==> src/rtl/excPkg.sv <==
package excPkg;
  typedef enum logic [2:0] {
    CAUSE_NONE,
    CAUSE_IRQ,
    CAUSE_NMI,
    CAUSE_BRK,
    CAUSE_BUS
  } causeE;

  // strobes from control to datapath
  typedef struct packed {
    logic  capture;    // latch snapshot and chosen cause
    causeE cause;
    logic  writeBack;  // single write-back cycle
    logic  rspLatch;   // latch memory response
    logic  finish;     // load PC, done pulse
  } strobeT;
endpackage

==> src/rtl/excCtrl.sv <==
module excCtrl
  import excPkg::*;
(
  input  logic   clk,
  input  logic   rstN,
  input  logic   irqReq,
  input  logic   nmiReq,
  input  logic   brkReq,
  input  logic   busFaultReq,
  input  logic   irqLock,
  input  logic   iFlag,
  input  logic   mFlag,
  input  logic   memReqReady,
  input  logic   memRspValid,
  output logic   memReqValid,
  output logic   busy,
  output strobeT strobe
);
  typedef enum logic [2:0] {S_IDLE, S_WB, S_REQ, S_WAIT, S_FIN} stateE;
  stateE state, stateNxt;
  causeE pick;

  always_comb begin
    if (busFaultReq)               pick = CAUSE_BUS;
    else if (brkReq)               pick = CAUSE_BRK;
    else if (nmiReq && mFlag)      pick = CAUSE_NMI;
    else if (irqReq && iFlag && !irqLock) pick = CAUSE_IRQ;
    else                           pick = CAUSE_NONE;
  end

  always_comb begin
    stateNxt = state;
    case (state)
      S_IDLE: if (pick != CAUSE_NONE) stateNxt = S_WB;
      S_WB:   stateNxt = S_REQ;
      S_REQ:  if (memReqReady) stateNxt = S_WAIT;
      S_WAIT: if (memRspValid) stateNxt = S_FIN;
      S_FIN:  stateNxt = S_IDLE;
      default: stateNxt = S_IDLE;
    endcase
  end

  always_ff @(posedge clk) begin
    if (!rstN) state <= S_IDLE;
    else       state <= stateNxt;
  end

  always_comb begin
    strobe.capture   = (state == S_IDLE) && (pick != CAUSE_NONE);
    strobe.cause     = pick;
    strobe.writeBack = (state == S_WB);
    strobe.rspLatch  = (state == S_WAIT) && memRspValid;
    strobe.finish    = (state == S_FIN);
  end

  assign memReqValid = (state == S_REQ);
  assign busy        = (state != S_IDLE);


  req_hold_chk: assert property (@(posedge clk) disable iff (!rstN)
    memReqValid && !memReqReady |=> memReqValid);

  single_seq_chk: assert property (@(posedge clk) disable iff (!rstN)
    busy && !strobe.finish |=> busy);

  done_idle_chk: assert property (@(posedge clk) disable iff (!rstN)
    strobe.finish |=> !busy);

  wb_then_req_chk: assert property (@(posedge clk) disable iff (!rstN)
    strobe.writeBack |=> memReqValid);
endmodule

==> src/rtl/excDatapath.sv <==
module excDatapath
  import excPkg::*;
#(
  parameter int VEC_W      = 8,
  parameter int DSLOT_W    = 2,
  parameter int M_BIT      = 30,
  parameter int U_BIT      = 8,
  parameter int BANK_SHIFT = 10
) (
  input  logic               clk,
  input  logic               rstN,
  input  strobeT             strobe,
  input  logic [VEC_W-1:0]   irqVec,
  input  logic [VEC_W-1:0]   faultVec,
  input  logic [VEC_W-1:0]   trapVec,
  input  logic [31:0]        faultAddr,
  input  logic [31:0]        curPc,
  input  logic [31:0]        curSp,
  input  logic [31:0]        curKsp,
  input  logic [31:0]        curCcs,
  input  logic [31:0]        curEbp,
  input  logic [DSLOT_W-1:0] curDslot,
  input  logic [31:0]        memRspData,
  output logic               pcWe,
  output logic [31:0]        pcOut,
  output logic               spWe,
  output logic [31:0]        spOut,
  output logic               uspWe,
  output logic [31:0]        uspOut,
  output logic               ccsWe,
  output logic [31:0]        ccsOut,
  output logic               erpWe,
  output logic [31:0]        erpOut,
  output logic               nrpWe,
  output logic [31:0]        nrpOut,
  output logic               exsWe,
  output logic [31:0]        exsOut,
  output logic               edaWe,
  output logic [31:0]        edaOut,
  output logic               dslotClr,
  output logic [31:0]        memAddr
);
  localparam logic [31:0] TOP_MASK = 32'hC000_0000;
  localparam int          EXS_LO   = 8;

  causeE               causeQ;
  logic [VEC_W-1:0]    vecQ, vecSel;
  logic [31:0]         pcQ, spQ, kspQ, ccsQ, ebpQ, faultQ, rspQ;
  logic [DSLOT_W-1:0]  dslotQ;
  logic [31:0]         retAddr, shifted, newCcs;

  always_comb begin
    case (strobe.cause)
      CAUSE_BRK: vecSel = trapVec;
      CAUSE_BUS: vecSel = faultVec;
      CAUSE_IRQ: vecSel = irqVec;
      default:   vecSel = '0;
    endcase
  end

  always_ff @(posedge clk) begin
    if (!rstN) begin
      causeQ <= CAUSE_NONE;
      vecQ   <= '0;
      pcQ    <= '0;
      spQ    <= '0;
      kspQ   <= '0;
      ccsQ   <= '0;
      ebpQ   <= '0;
      faultQ <= '0;
      dslotQ <= '0;
      rspQ   <= '0;
    end else begin
      if (strobe.capture) begin
        causeQ <= strobe.cause;
        vecQ   <= vecSel;
        pcQ    <= curPc;
        spQ    <= curSp;
        kspQ   <= curKsp;
        ccsQ   <= curCcs;
        ebpQ   <= curEbp;
        faultQ <= faultAddr;
        dslotQ <= curDslot;
      end
      if (strobe.rspLatch) rspQ <= memRspData;
    end
  end

  assign retAddr = pcQ - {{(32-DSLOT_W){1'b0}}, dslotQ};
  assign shifted = (ccsQ << BANK_SHIFT) & ~TOP_MASK;

  always_comb begin
    newCcs = (ccsQ & TOP_MASK) | shifted;
    if (causeQ == CAUSE_NMI) newCcs[M_BIT] = 1'b0;
  end

  assign erpWe    = strobe.writeBack && (causeQ != CAUSE_NMI);
  assign nrpWe    = strobe.writeBack && (causeQ == CAUSE_NMI);
  assign erpOut   = retAddr;
  assign nrpOut   = retAddr;
  assign exsWe    = strobe.writeBack;
  assign exsOut   = {{(32-EXS_LO-8){1'b0}}, 8'(vecQ), {EXS_LO{1'b0}}};
  assign ccsWe    = strobe.writeBack;
  assign ccsOut   = newCcs;
  assign spWe     = strobe.writeBack && ccsQ[U_BIT];
  assign uspWe    = strobe.writeBack && ccsQ[U_BIT];
  assign spOut    = kspQ;
  assign uspOut   = spQ;
  assign edaWe    = strobe.writeBack && (causeQ == CAUSE_BUS);
  assign edaOut   = faultQ;
  assign dslotClr = strobe.writeBack && (dslotQ != '0);
  assign memAddr  = ebpQ + {{(30-VEC_W){1'b0}}, vecQ, 2'b00};
  assign pcWe     = strobe.finish;
  assign pcOut    = rspQ;


  nmi_mask_clear_chk: assert property (@(posedge clk) disable iff (!rstN)
    nrpWe |-> !ccsOut[M_BIT]);

  low_bank_clear_chk: assert property (@(posedge clk) disable iff (!rstN)
    ccsWe |-> (ccsOut[BANK_SHIFT-1:0] == '0));

  exs_field_chk: assert property (@(posedge clk) disable iff (!rstN)
    exsWe |-> (exsOut[31:16] == '0) && (exsOut[7:0] == '0));

  pc_after_rsp_chk: assert property (@(posedge clk) disable iff (!rstN)
    pcWe |-> $past(strobe.rspLatch));

  addr_stable_chk: assert property (@(posedge clk) disable iff (!rstN)
    strobe.writeBack |=> $stable(memAddr));
endmodule

==> src/rtl/excEntrySeq.sv <==
module excEntrySeq
  import excPkg::*;
#(
  parameter int VEC_W      = 8,
  parameter int DSLOT_W    = 2,
  parameter int I_BIT      = 6,
  parameter int M_BIT      = 30,
  parameter int U_BIT      = 8,
  parameter int BANK_SHIFT = 10
) (
  input  logic               clk,
  input  logic               rstN,
  input  logic               irqReq,
  input  logic [VEC_W-1:0]   irqVec,
  input  logic               nmiReq,
  input  logic               brkReq,
  input  logic               busFaultReq,
  input  logic [VEC_W-1:0]   faultVec,
  input  logic [31:0]        faultAddr,
  input  logic [VEC_W-1:0]   trapVec,
  input  logic               irqLock,
  input  logic [31:0]        curPc,
  input  logic [31:0]        curSp,
  input  logic [31:0]        curKsp,
  input  logic [31:0]        curCcs,
  input  logic [31:0]        curEbp,
  input  logic [DSLOT_W-1:0] curDslot,
  output logic               busy,
  output logic               done,
  output logic               pcWe,
  output logic [31:0]        pcOut,
  output logic               spWe,
  output logic [31:0]        spOut,
  output logic               uspWe,
  output logic [31:0]        uspOut,
  output logic               ccsWe,
  output logic [31:0]        ccsOut,
  output logic               erpWe,
  output logic [31:0]        erpOut,
  output logic               nrpWe,
  output logic [31:0]        nrpOut,
  output logic               exsWe,
  output logic [31:0]        exsOut,
  output logic               edaWe,
  output logic [31:0]        edaOut,
  output logic               dslotClr,
  output logic               memReqValid,
  input  logic               memReqReady,
  output logic [31:0]        memAddr,
  input  logic               memRspValid,
  input  logic [31:0]        memRspData
);
  strobeT strobe;

  excCtrl ctrl_i (
    .clk(clk), .rstN(rstN),
    .irqReq(irqReq), .nmiReq(nmiReq), .brkReq(brkReq),
    .busFaultReq(busFaultReq), .irqLock(irqLock),
    .iFlag(curCcs[I_BIT]), .mFlag(curCcs[M_BIT]),
    .memReqReady(memReqReady), .memRspValid(memRspValid),
    .memReqValid(memReqValid), .busy(busy), .strobe(strobe)
  );

  excDatapath #(
    .VEC_W(VEC_W), .DSLOT_W(DSLOT_W), .M_BIT(M_BIT),
    .U_BIT(U_BIT), .BANK_SHIFT(BANK_SHIFT)
  ) dp_i (
    .clk(clk), .rstN(rstN), .strobe(strobe),
    .irqVec(irqVec), .faultVec(faultVec), .trapVec(trapVec),
    .faultAddr(faultAddr), .curPc(curPc), .curSp(curSp),
    .curKsp(curKsp), .curCcs(curCcs), .curEbp(curEbp),
    .curDslot(curDslot), .memRspData(memRspData),
    .pcWe(pcWe), .pcOut(pcOut), .spWe(spWe), .spOut(spOut),
    .uspWe(uspWe), .uspOut(uspOut), .ccsWe(ccsWe), .ccsOut(ccsOut),
    .erpWe(erpWe), .erpOut(erpOut), .nrpWe(nrpWe), .nrpOut(nrpOut),
    .exsWe(exsWe), .exsOut(exsOut), .edaWe(edaWe), .edaOut(edaOut),
    .dslotClr(dslotClr), .memAddr(memAddr)
  );

  assign done = strobe.finish;


  eda_only_bus_chk: assert property (@(posedge clk) disable iff (!rstN)
    edaWe |-> erpWe && !nrpWe);

  addr_hold_chk: assert property (@(posedge clk) disable iff (!rstN)
    memReqValid && !memReqReady |=> $stable(memAddr));
endmodule

==> config.mk <==
export PLATFORM = sky130hd
export DESIGN_NAME = excEntrySeq
export DESIGN_NICKNAME = d
export VERILOG_FILES = /design/src/rtl/excPkg.sv /design/src/rtl/excCtrl.sv /design/src/rtl/excDatapath.sv /design/src/rtl/excEntrySeq.sv
export SDC_FILE = /design/constraint.sdc
export NUM_CORES = 1
export LEC_CHECK = 0
export CAP_MARGIN = 10
export CORE_AREA = 8 8 211 213
export DETAILED_ROUTE_END_ITERATION = 10
export DIE_AREA = 0 0 219 221
export GPL_TIMING_DRIVEN = 0
export PLACE_DENSITY_LB_ADDON = 0.2
export SYNTH_ARGS = -nofsm -noshare
export SYNTH_HDL_FRONTEND = slang
export SYNTH_SLANG_ARGS = --single-unit
==> constraint.sdc <==
create_clock -name clk -period 3.6 [get_ports clk]
set_clock_uncertainty 0.15 [all_clocks]
set_input_delay 0.54 -clock clk [delete_from_list [all_inputs] [get_ports clk]]
set_output_delay 0.54 -clock clk [all_outputs]
set_load 0.01 [all_outputs]
### After elaboration in Yosys (flattened, before gate mapping)

Cells that the tools add are included.
Widths: inputs -> output; s select.

* flip-flop bits (word level): 240
* output and inout bits: 300
* logic and storage cells: 53

* add/sub/neg operators: 2
* equality and inequality tests: 13
* mux-type cells: 10
* bitwise logic cells: 1
* reduce and logical (&&, ||, !) cells: 16

Operator list (count)
* $add 32x10->32: 1
* $or 32x30->32: 1
* $sub 32x2->32: 1
* $pmux 8 s3: 1
* $mux 3: 6
* $eq 3x2->1 const B: 4
* $pmux 3 s4: 1
* $logic_and 1x1->1: 10
* $eq 3x3->1 const B: 3
* $eq 3x1->1 const B: 2
* $reduce_bool 3->1: 2
* $ne 2x1->1 const B: 2
* $logic_not 3->1: 1
* $ne 3x2->1 const B: 1
* $reduce_and 3->1: 1
* $mux 1: 2
* $ne 2x2->1 const B: 1
* $reduce_bool 2->1: 1
* $logic_not 1->1: 1

### Depth between registers and ports, before layout

Gate-level depths: netlist of the first run.

* word-level depth: 9
* mapped depth: 9
* mapped depth without buffers: 8

### Cells and area by module

From an unflattened synthesis of the first run, not the netlist that was laid out.

* cells, all modules: 1085
* area, all modules: 10936.7 µm²

By module, submodules not included
* excDatapath: instances 1, cells each 1057, area an instance 10711.5 µm², seq. area each 4544.4 µm²
* excCtrl: instances 1, cells each 28, area an instance 225.2 µm², seq. area each 60.1 µm²

### Least setup slack after synthesis of the first run

Ideal clock, no wire load.

* path kind: register to output
* start point: register dp_i.vecQ[0]
* end point: output port memAddr[26]
* arrival: 2194 ps
* data required time: 2910 ps
* slack: 716 ps
* stages on the path, launching flop included: 9
* path through: dfxtp_1 -> ha_1 -> fa_1 -> a211oi_1 -> or3b_2 -> a21oi_1 -> clkbuf_1 -> nand4_1 -> xnor2_1

* longest elaborated chain between the ends: 1

RTL lines
* start, declared: line excDatapath.sv:47 `logic [VEC_W-1:0] vecQ, vecSel;`
* start signal, assigned: line excDatapath.sv:76 `vecQ <= vecSel;`
* $add 32x10->32: line excDatapath.sv:112 `assign memAddr = ebpQ + {{(30-VEC_W){1'b0}}, vecQ, 2'b00};`
* end, declared: line excEntrySeq.sv:49 `output logic [31:0] memAddr,`

No other way between the ends.

### Worst setup path after layout of the first run

* start point: register dp_i.pcQ[8]
* end point: output port nrpOut[21]

* longest elaborated chain between the ends: 1

RTL lines
* start, declared: line excDatapath.sv:48 `logic [31:0] pcQ, spQ, kspQ, ccsQ, ebpQ, faultQ, rspQ;`
* start signal, assigned: line excDatapath.sv:77 `pcQ <= curPc;`
* $sub 32x2->32: line excDatapath.sv:89 `assign retAddr = pcQ - {{(32-DSLOT_W){1'b0}}, dslotQ};`
* end, declared: line excEntrySeq.sv:41 `output logic [31:0] nrpOut,`

No other way between the ends.

==> flow_summary.toml, run 1 <==
[sta]
worst_slack_ns = 0.0430
slew_violations = 0
final-hold-violation-count = 0
timing.final.crit_share_pct = 98.8
setup_viol = 0
fmax_mhz = 281
slew_headroom_pct = 41.4
min_period_ns = 3.56
tightest_slew_ns = 0.878
rsz0062_at_grt = "yes"

[critical_path]
cp.arrival_ns = 2.87
cp-end-kind = "output port"
cp_slowest_stage_delay_ns = 0.55
reg2regPathDepth = 6
cp-startpoint = "dp_i.pcQ[8]$_SDFFE_PN0P_"
timing.rr.start = "ctrl_i.state[0]$_SDFFE_PN0P_"
crit_path_end = "nrpOut[21]"
crit_chain = "or4_4, nor4_4, buf_4, buf_4, nand2_2, or4_4, xnor2_4, buf_4, buf_4"
cp_common_cell = "buf_4"
cp_slowest_cell = "or4_4"
regToRegSetupSlack_ns = 0.65
criticalPathCategory = "reg -> out"
start_kind = "register"
required_ns = 2.91
worstReg2RegEnd = "dp_i.pcQ[2]$_SDFFE_PN0P_"
cp_max_fo = 4

[synth]
synth_edf_count = 0
syn-instance-count = 1329
syn_area_per_cell_um2 = 8.06
async_flop_share_pct = 0
yosysTopAreaCell = "dfxtp_1"
ys_types = 51
synth_top_area_share_pct = 43.0
synth_area_leaders = "dfxtp_1 (43%), nand2_1 (16%), a21boi_0 (15%)"
ys.flop_type = "dfxtp_1"
syn_area_um2 = 10700
ys_warn_count = 0
synth-seq-area-share_pct = 43.0
ys_ff_latch = 230

[global_route]
grt_pass1_wl_mm = 67.5
grt.total_usage_pct = 17.8
grt_overflow = 0
grt_max_degree = 16
antenna_found_initial = 8
grt_pass1_vias = 11000

[clocking]
cts_tree = "done"
insertion_delay_ns = 0.57
path_clk_slew_ns = 0.06
clkSinkCount = 230
cts_inserted_buffers = 30
clockBufferDepth = 3
cts-root-buf = "clkbuf_16"
h-tree-depth = 1

[finish]
area_growth_pct = 68.1
final-seq-area_um2 = 4610
postLayoutCoreUtil_pct = 43.6
drive_gt1_share_pct = 12.2
nFillCells = 4194
final_nets = 2195
multi_input_area_um2 = 5500

[power_and_ir_drop]
ir_drop_mv = 0.343
power_density_nw_per_um2 = 468
leakage_nw = 7.24
power_w = 0.00843

[detailed_routing]
vias = 10800
routed_wl_mm = 45.1
drc = 0
dr.first_iter.drc_count = 313
dr.pass1.iters = 5
vias_per_cell = 4.32
wl_per_cell_um = 18.1
postRouteAntennaNets = 0

[floorplanning]
fp.dieW_um = 219
core_area_um2 = 41300
ios = 559
die-area_um2 = 48400
start_util_pct = 25.9
dieHeight_um = 221
num_rows = 75

[status]
outcome = "finished clean"

[run]
maxCapViolCount = 0

[placed_design]
port_buffers = 512
preCtsSetupSlack_ns = -0.197
place_congestion = 0.870
dp_hpwl_mm = 35.7

[worst_hold_path]
hold_path_class = "reg -> reg"
## report_power, final
part	switching, W	internal, W
Clock	0.00116	0.00176
Sequential	0.000200	0.00280
Combinational	0.00120	0.00131
## cell usage in the layout (no fill, tap or decap), types with 4 or more instances in the layout
cell | netlist | final
xor2_2 | 0 | 6
nand4_1 | 6 | 6
o211ai_1 | 4 | 4
dlygate4sd2_1 | 0 | 26
clkbuf_16 | 0 | 30
nor2_1 | 35 | 31
o21ai_0 | 12 | 11
clkbuf_8 | 0 | 9
nand3_1 | 11 | 11
a22oi_1 | 8 | 8
dfxtp_2 | 0 | 5
buf_2 | 0 | 6
nand2_1 | 449 | 449
a21o_1 | 4 | 4
dfxtp_1 | 230 | 225
xnor2_1 | 32 | 24
xnor2_2 | 1 | 7
nor3_1 | 10 | 6
clkdlybuf4s50_1 | 0 | 451
clkbuf_2 | 0 | 7
ha_1 | 10 | 6
o2bb2ai_1 | 8 | 8
dlymetal6s2s_1 | 0 | 9
a21oi_1 | 18 | 15
nand2b_1 | 6 | 6
inv_1 | 11 | 11
nor2b_1 | 7 | 7
and2_1 | 9 | 6
a21boi_0 | 216 | 216
xor2_1 | 21 | 14
conb_1 | 1 | 34
diode_2 | 0 | 7
or4_4 | 2 | 4
buf_4 | 92 | 118
clkbuf_1 | 80 | 85
## worst max-delay path: cells and delay by family, from the launching register on
family	cells	cell delay, ns
buffers and inverters	4	0.57
XOR/XNOR	1	0.15
flip-flops	1	0.34
AND/OR/NAND/NOR	4	1.26
## kinds of logic after synthesis
family                   count (synthesis)  synth area share, %
AND/OR/NAND/NOR                        564                 22.0
buffers and inverters                  184                 9.67
other                                    1               0.0350
flip-flops                             230                 43.0
AO/OA/AOI/OAI                          284                 19.3
adder cells (fa/ha/maj)                 12                 1.54
XOR/XNOR                                54                 4.49
## layout make-up
class	instances	share of cell area [%]
plain buffers	171	5.55
inverters	11	0.229
flip-flops and latches	230	25.6
multi-input cells	948	30.6
diodes	7	0.0973
clock buffers	47	4.97
well taps	539	3.75
repair buffers	532	28.9
clock inverters	5	0.354
## synthesized netlist by cell type, types with 2 or more instances
cell type and number:
nor4_1 3, dfxtp_1 230, or4_1 2, clkbuf_1 80, nand4_1 6, nand2_1 449
o2111ai_1 3, a21boi_0 216, a31oi_1 2, xnor2_1 32, o21a_1 2, a21o_1 4
nor3_1 10, and2_1 9, or4_4 2, ha_1 10, nor3b_1 4, fa_1 2
nand3b_1 2, nor2_1 35, and4_1 4, buf_4 92, a22oi_1 8, nor2b_1 7
o2bb2ai_1 8, inv_1 11, o211ai_1 4, xor2_1 21, and3_1 3, a21oi_1 18
nand2b_1 6, a211oi_1 4, nand3_1 11, o21ai_0 12
## flip-flops by register name, summed over array words and instances (netlist names)
name and count:
dp_i.uspOut 32, dp_i.edaOut 32, dp_i.spOut 32, dp_i.ccsQ 22, dp_i.vecQ 8, dp_i.pcOut 32
dp_i.causeQ 3, dp_i.dslotQ 2, dp_i.ebpQ 32, dp_i.pcQ 32, ctrl_i.state 3
## worst min path at each step
stage                                start                           to  slack [ns]  cells past startpoint
2_1_floorplan     dp_i.pcQ[0]$_SDFFE_PN0P_     dp_i.pcQ[0]$_SDFFE_PN0P_        0.29                      2
3_3_place_gp   dp_i.spOut[13]$_SDFFE_PN0P_  dp_i.spOut[13]$_SDFFE_PN0P_        0.30                      2
6_report       dp_i.uspOut[5]$_SDFFE_PN0P_  dp_i.uspOut[5]$_SDFFE_PN0P_        0.31                      2
5_1_grt        dp_i.spOut[16]$_SDFFE_PN0P_  dp_i.spOut[16]$_SDFFE_PN0P_        0.33                      2
3_5_place_dp   dp_i.uspOut[5]$_SDFFE_PN0P_  dp_i.uspOut[5]$_SDFFE_PN0P_        0.31                      2
4_1_cts        dp_i.spOut[16]$_SDFFE_PN0P_  dp_i.spOut[16]$_SDFFE_PN0P_        0.31                      2
## stage by stage
step                instance area, um2  hold WS [ns]  std cells  TNS (ns)
floorplan                        10800         0.293       1362         0
global placement                 16600         0.299       2413     -1.46
detailed placement               16600         0.305       2413     -1.80
CTS                              17900         0.313       2477    -0.370
global route                     18000         0.331       2489    -0.303
finish                           18000         0.310       2490         0
## metal layers
layer,wire (um),GRT usage (%),vias up
met5,13,0,-
met2,22700,31.3,299
met1,18200,20.7,4974
met4,1040,4.87,2
li1,-,-,5423
met3,3150,5.05,55
## repair_timing
action                     in CTS  in global routing
hold buffers                    0                  0
buffers inserted               12                  7
gates cloned                    1                  0
setup endpoints to repair      72                 30
pin swaps                      23                 15
gates resized for setup       144                 43
(Power assumes the default switching activity.)
==> inputs of run 2 (changes only) <==
--- a/config.mk
+++ b/config.mk
@@ -6,9 +6,9 @@
 export NUM_CORES = 1
 export LEC_CHECK = 0
 export CAP_MARGIN = 10
-export CORE_AREA = 8 8 211 213
+export CORE_AREA = 8 8 209 211
 export DETAILED_ROUTE_END_ITERATION = 10
-export DIE_AREA = 0 0 219 221
+export DIE_AREA = 0 0 217 219
 export GPL_TIMING_DRIVEN = 0
 export PLACE_DENSITY_LB_ADDON = 0.2
 export SYNTH_ARGS = -nofsm -noshare
==> constraint.sdc (replaced) <==
create_clock -name clk -period 4.28 [get_ports clk]
set_clock_uncertainty 0.15 [all_clocks]
set_input_delay 0.642 -clock clk [delete_from_list [all_inputs] [get_ports clk]]
set_output_delay 0.642 -clock clk [all_outputs]
set_load 0.01 [all_outputs]
==> run 2 against run 1 <==
Final area down 1.7%; critical path depth stayed put; first-iteration DRC count up 7.3%; critical endpoint is now nrpOut[27]; combinational power decreased by 17%; global-route usage fell by 0.35 points; utilization up 0.25 points; die area shrank 1.8%; count of clock-buffer cells in the layout decreased by 5; non-clock buffer count is 17 lower.
==> flow_summary.toml, run 2 (synthesized netlist as in run 1, its figures left out) <==
[status]
outcome = "finished clean"

[sta]
setup_viol = 0
tightest_slew_ns = 0.966
setup_tns_ns = 0
slew_violations = 0
slew_headroom_pct = 35.1
rsz0062_at_grt = "yes"
final-hold-violation-count = 0
fmax_mhz = 244
min_period_ns = 4.10
timing.final.crit_share_pct = 95.7

[floorplanning]
ios = 559
num_rows = 74
start_util_pct = 26.5
dieHeight_um = 219
fp.dieW_um = 217
core_area_um2 = 40400
die-area_um2 = 47500

[detailed_routing]
routed_wl_mm = 44.0
dr.first_iter.drc_count = 336
vias_per_cell = 4.30
drt-met1-wl_mm = 17.4
dr_wl_met2_mm = 22.0
wl_per_cell_um = 17.9
vias = 10600
dr.pass1.iters = 4
top_layer = "met4"
postRouteAntennaNets = 0
drc = 0
dr_wl_met3_mm = 3.62

[power_and_ir_drop]
swShare_pct = 29.6
leakage_nw = 6.89
p_clk_share_pct = 34.8
switching_power_w = 0.00209
p_int_w = 0.00497
pwr-share-seq_pct = 35.5
power_density_nw_per_um2 = 399
p_comb_share_pct = 29.7
ir_drop_mv = 0.327

[critical_path]
timing.rr.start = "ctrl_i.state[0]$_SDFFE_PN0P_"
worstReg2RegEnd = "dp_i.pcQ[0]$_SDFFE_PN0P_"
start_kind = "register"
reg2regPathDepth = 6
cp.arrival_ns = 3.30
regToRegSetupSlack_ns = 1.25
cp_max_fo = 5
cp-end-kind = "output port"
required_ns = 3.49
criticalPathCategory = "reg -> out"

[clocking]
path_clk_slew_ns = 0.06
clkSinkCount = 230
h-tree-depth = 1
clockBufferDepth = 3
cts_inserted_buffers = 28
cts-root-buf = "clkbuf_16"
insertion_delay_ns = 0.55
cts_tree = "done"

[placed_design]
dp_hpwl_mm = 35.4
place_congestion = 0.861
placed_area_um2 = 16600
port_buffers = 512

[finish]
area_growth_pct = 65.3
final_common_cell = "clkdlybuf4s50_1"
layout_common_cells = "clkdlybuf4s50_1 (507), nand2_1 (449), dfxtp_1 (230)"
final_nets = 2176
drive_gt1_share_pct = 8.32
finalInstanceArea_um2 = 17700

[worst_hold_path]
whs_path_depth = 2
hold_start = "dp_i.pcOut[16]$_SDFFE_PN0P_"
hold_path_class = "reg -> reg"
hold-path-endpoint = "dp_i.pcOut[16]$_SDFFE_PN0P_"

[global_route]
antenna_found_initial = 4
grt_overflow = 0
grt_max_degree = 15
grt_pass1_vias = 10700
grt.total_usage_pct = 17.4
grt_pass1_wl_mm = 65.0

[run]
maxCapViolCount = 0
run 2: cell types whose count changed in the layout (fill, tap and decap cells not counted), sizes merged:
cell | previous run | this run
clkdlybuf4s50 | 451 | 507
buf | 128 | 95
dlygate4sd2 | 26 | 1
clkbuf | 131 | 121
clkdlybuf4s15 | 5 | 0
dlymetal6s2s | 9 | 4
diode | 7 | 4
bufinv | 1 | 3
run 2: metal layers:
layer | up-vias | GRT usage [%]
li1 | 5387 | -
met1 | 4855 | 19.6
met2 | 293 | 30.8
met3 | 51 | 6.25
met4 | 0 | 4.73
met5 | - | 0
run 2: layout make-up:
cell class / count / area, um2
Sequential cell: 230 / 4600
Multi-Input combinational cell: 948 / 5280
Antenna cell: 4 / 10.0
Tap cell: 532 / 666
Inverter: 11 / 41.3
Clock inverter: 7 / 124
Clock buffer: 42 / 833
Buffer: 172 / 1000
Fill cell: 4064 / 22700
Timing Repair Buffer: 514 / 5150
run 2: worst max-delay path by stage:
stage,startpoint,end,depth (start not counted)
after floorplan,dp_i.vecQ[0]$_SDFFE_PN0P_,memAddr[26],8
after global placement,dp_i.dslotQ[0]$_SDFFE_PN0P_,nrpOut[24],9
after detailed placement,dp_i.dslotQ[0]$_SDFFE_PN0P_,nrpOut[24],9
after CTS,dp_i.dslotQ[0]$_SDFFE_PN0P_,nrpOut[24],9
after global routing,dp_i.dslotQ[0]$_SDFFE_PN0P_,nrpOut[24],9
final,dp_i.pcQ[7]$_SDFFE_PN0P_,nrpOut[27],9
run 2: timing repair:
item	in CTS	in global routing
gates resized for setup	7	16
setup endpoints to repair	14	19
buffers inserted	2	0
pin swaps	1	1
hold buffers	0	0
run 2: critical path, cell delays in order (launching register included):
cell	delay, ns
dfxtp_1	0.35
or4_4	0.59
nor4_4	0.22
buf_4	0.18
buf_4	0.11
nand3_1	0.10
nor3_2	0.22
xor2_1	0.29
buf_4	0.16
clkdlybuf4s50_1	0.52
run 2: through the flow:
| stage | setup WS [ns] | utilization, % | hold slack (ns) | std cells | total power [W] |
|---|---|---|---|---|---|
| detailed placement | 0.344 | 41.2 | 0.307 | 2406 | 0.00467 |
| finish | 0.185 | 43.9 | 0.310 | 2460 | 0.00706 |
| global route | -0.0214 | 43.9 | 0.336 | 2460 | 0.00747 |
| global placement | 0.328 | 41.2 | 0.299 | 2406 | 0.00465 |
| floorplan | 1.29 | - | 0.293 | 1362 | 0.00349 |
| CTS | 0.0154 | 43.7 | 0.315 | 2457 | 0.00718 |
run 2: power by group through the flow:
stage                     Clock (W)  Sequential [W]  Combinational (W)
after floorplan                   0         0.00257           0.000914
after detailed placement          0         0.00255            0.00212
after global placement            0         0.00254            0.00211
final                       0.00246         0.00251            0.00210
after CTS                   0.00254         0.00251            0.00214
after global routing        0.00263         0.00254            0.00230
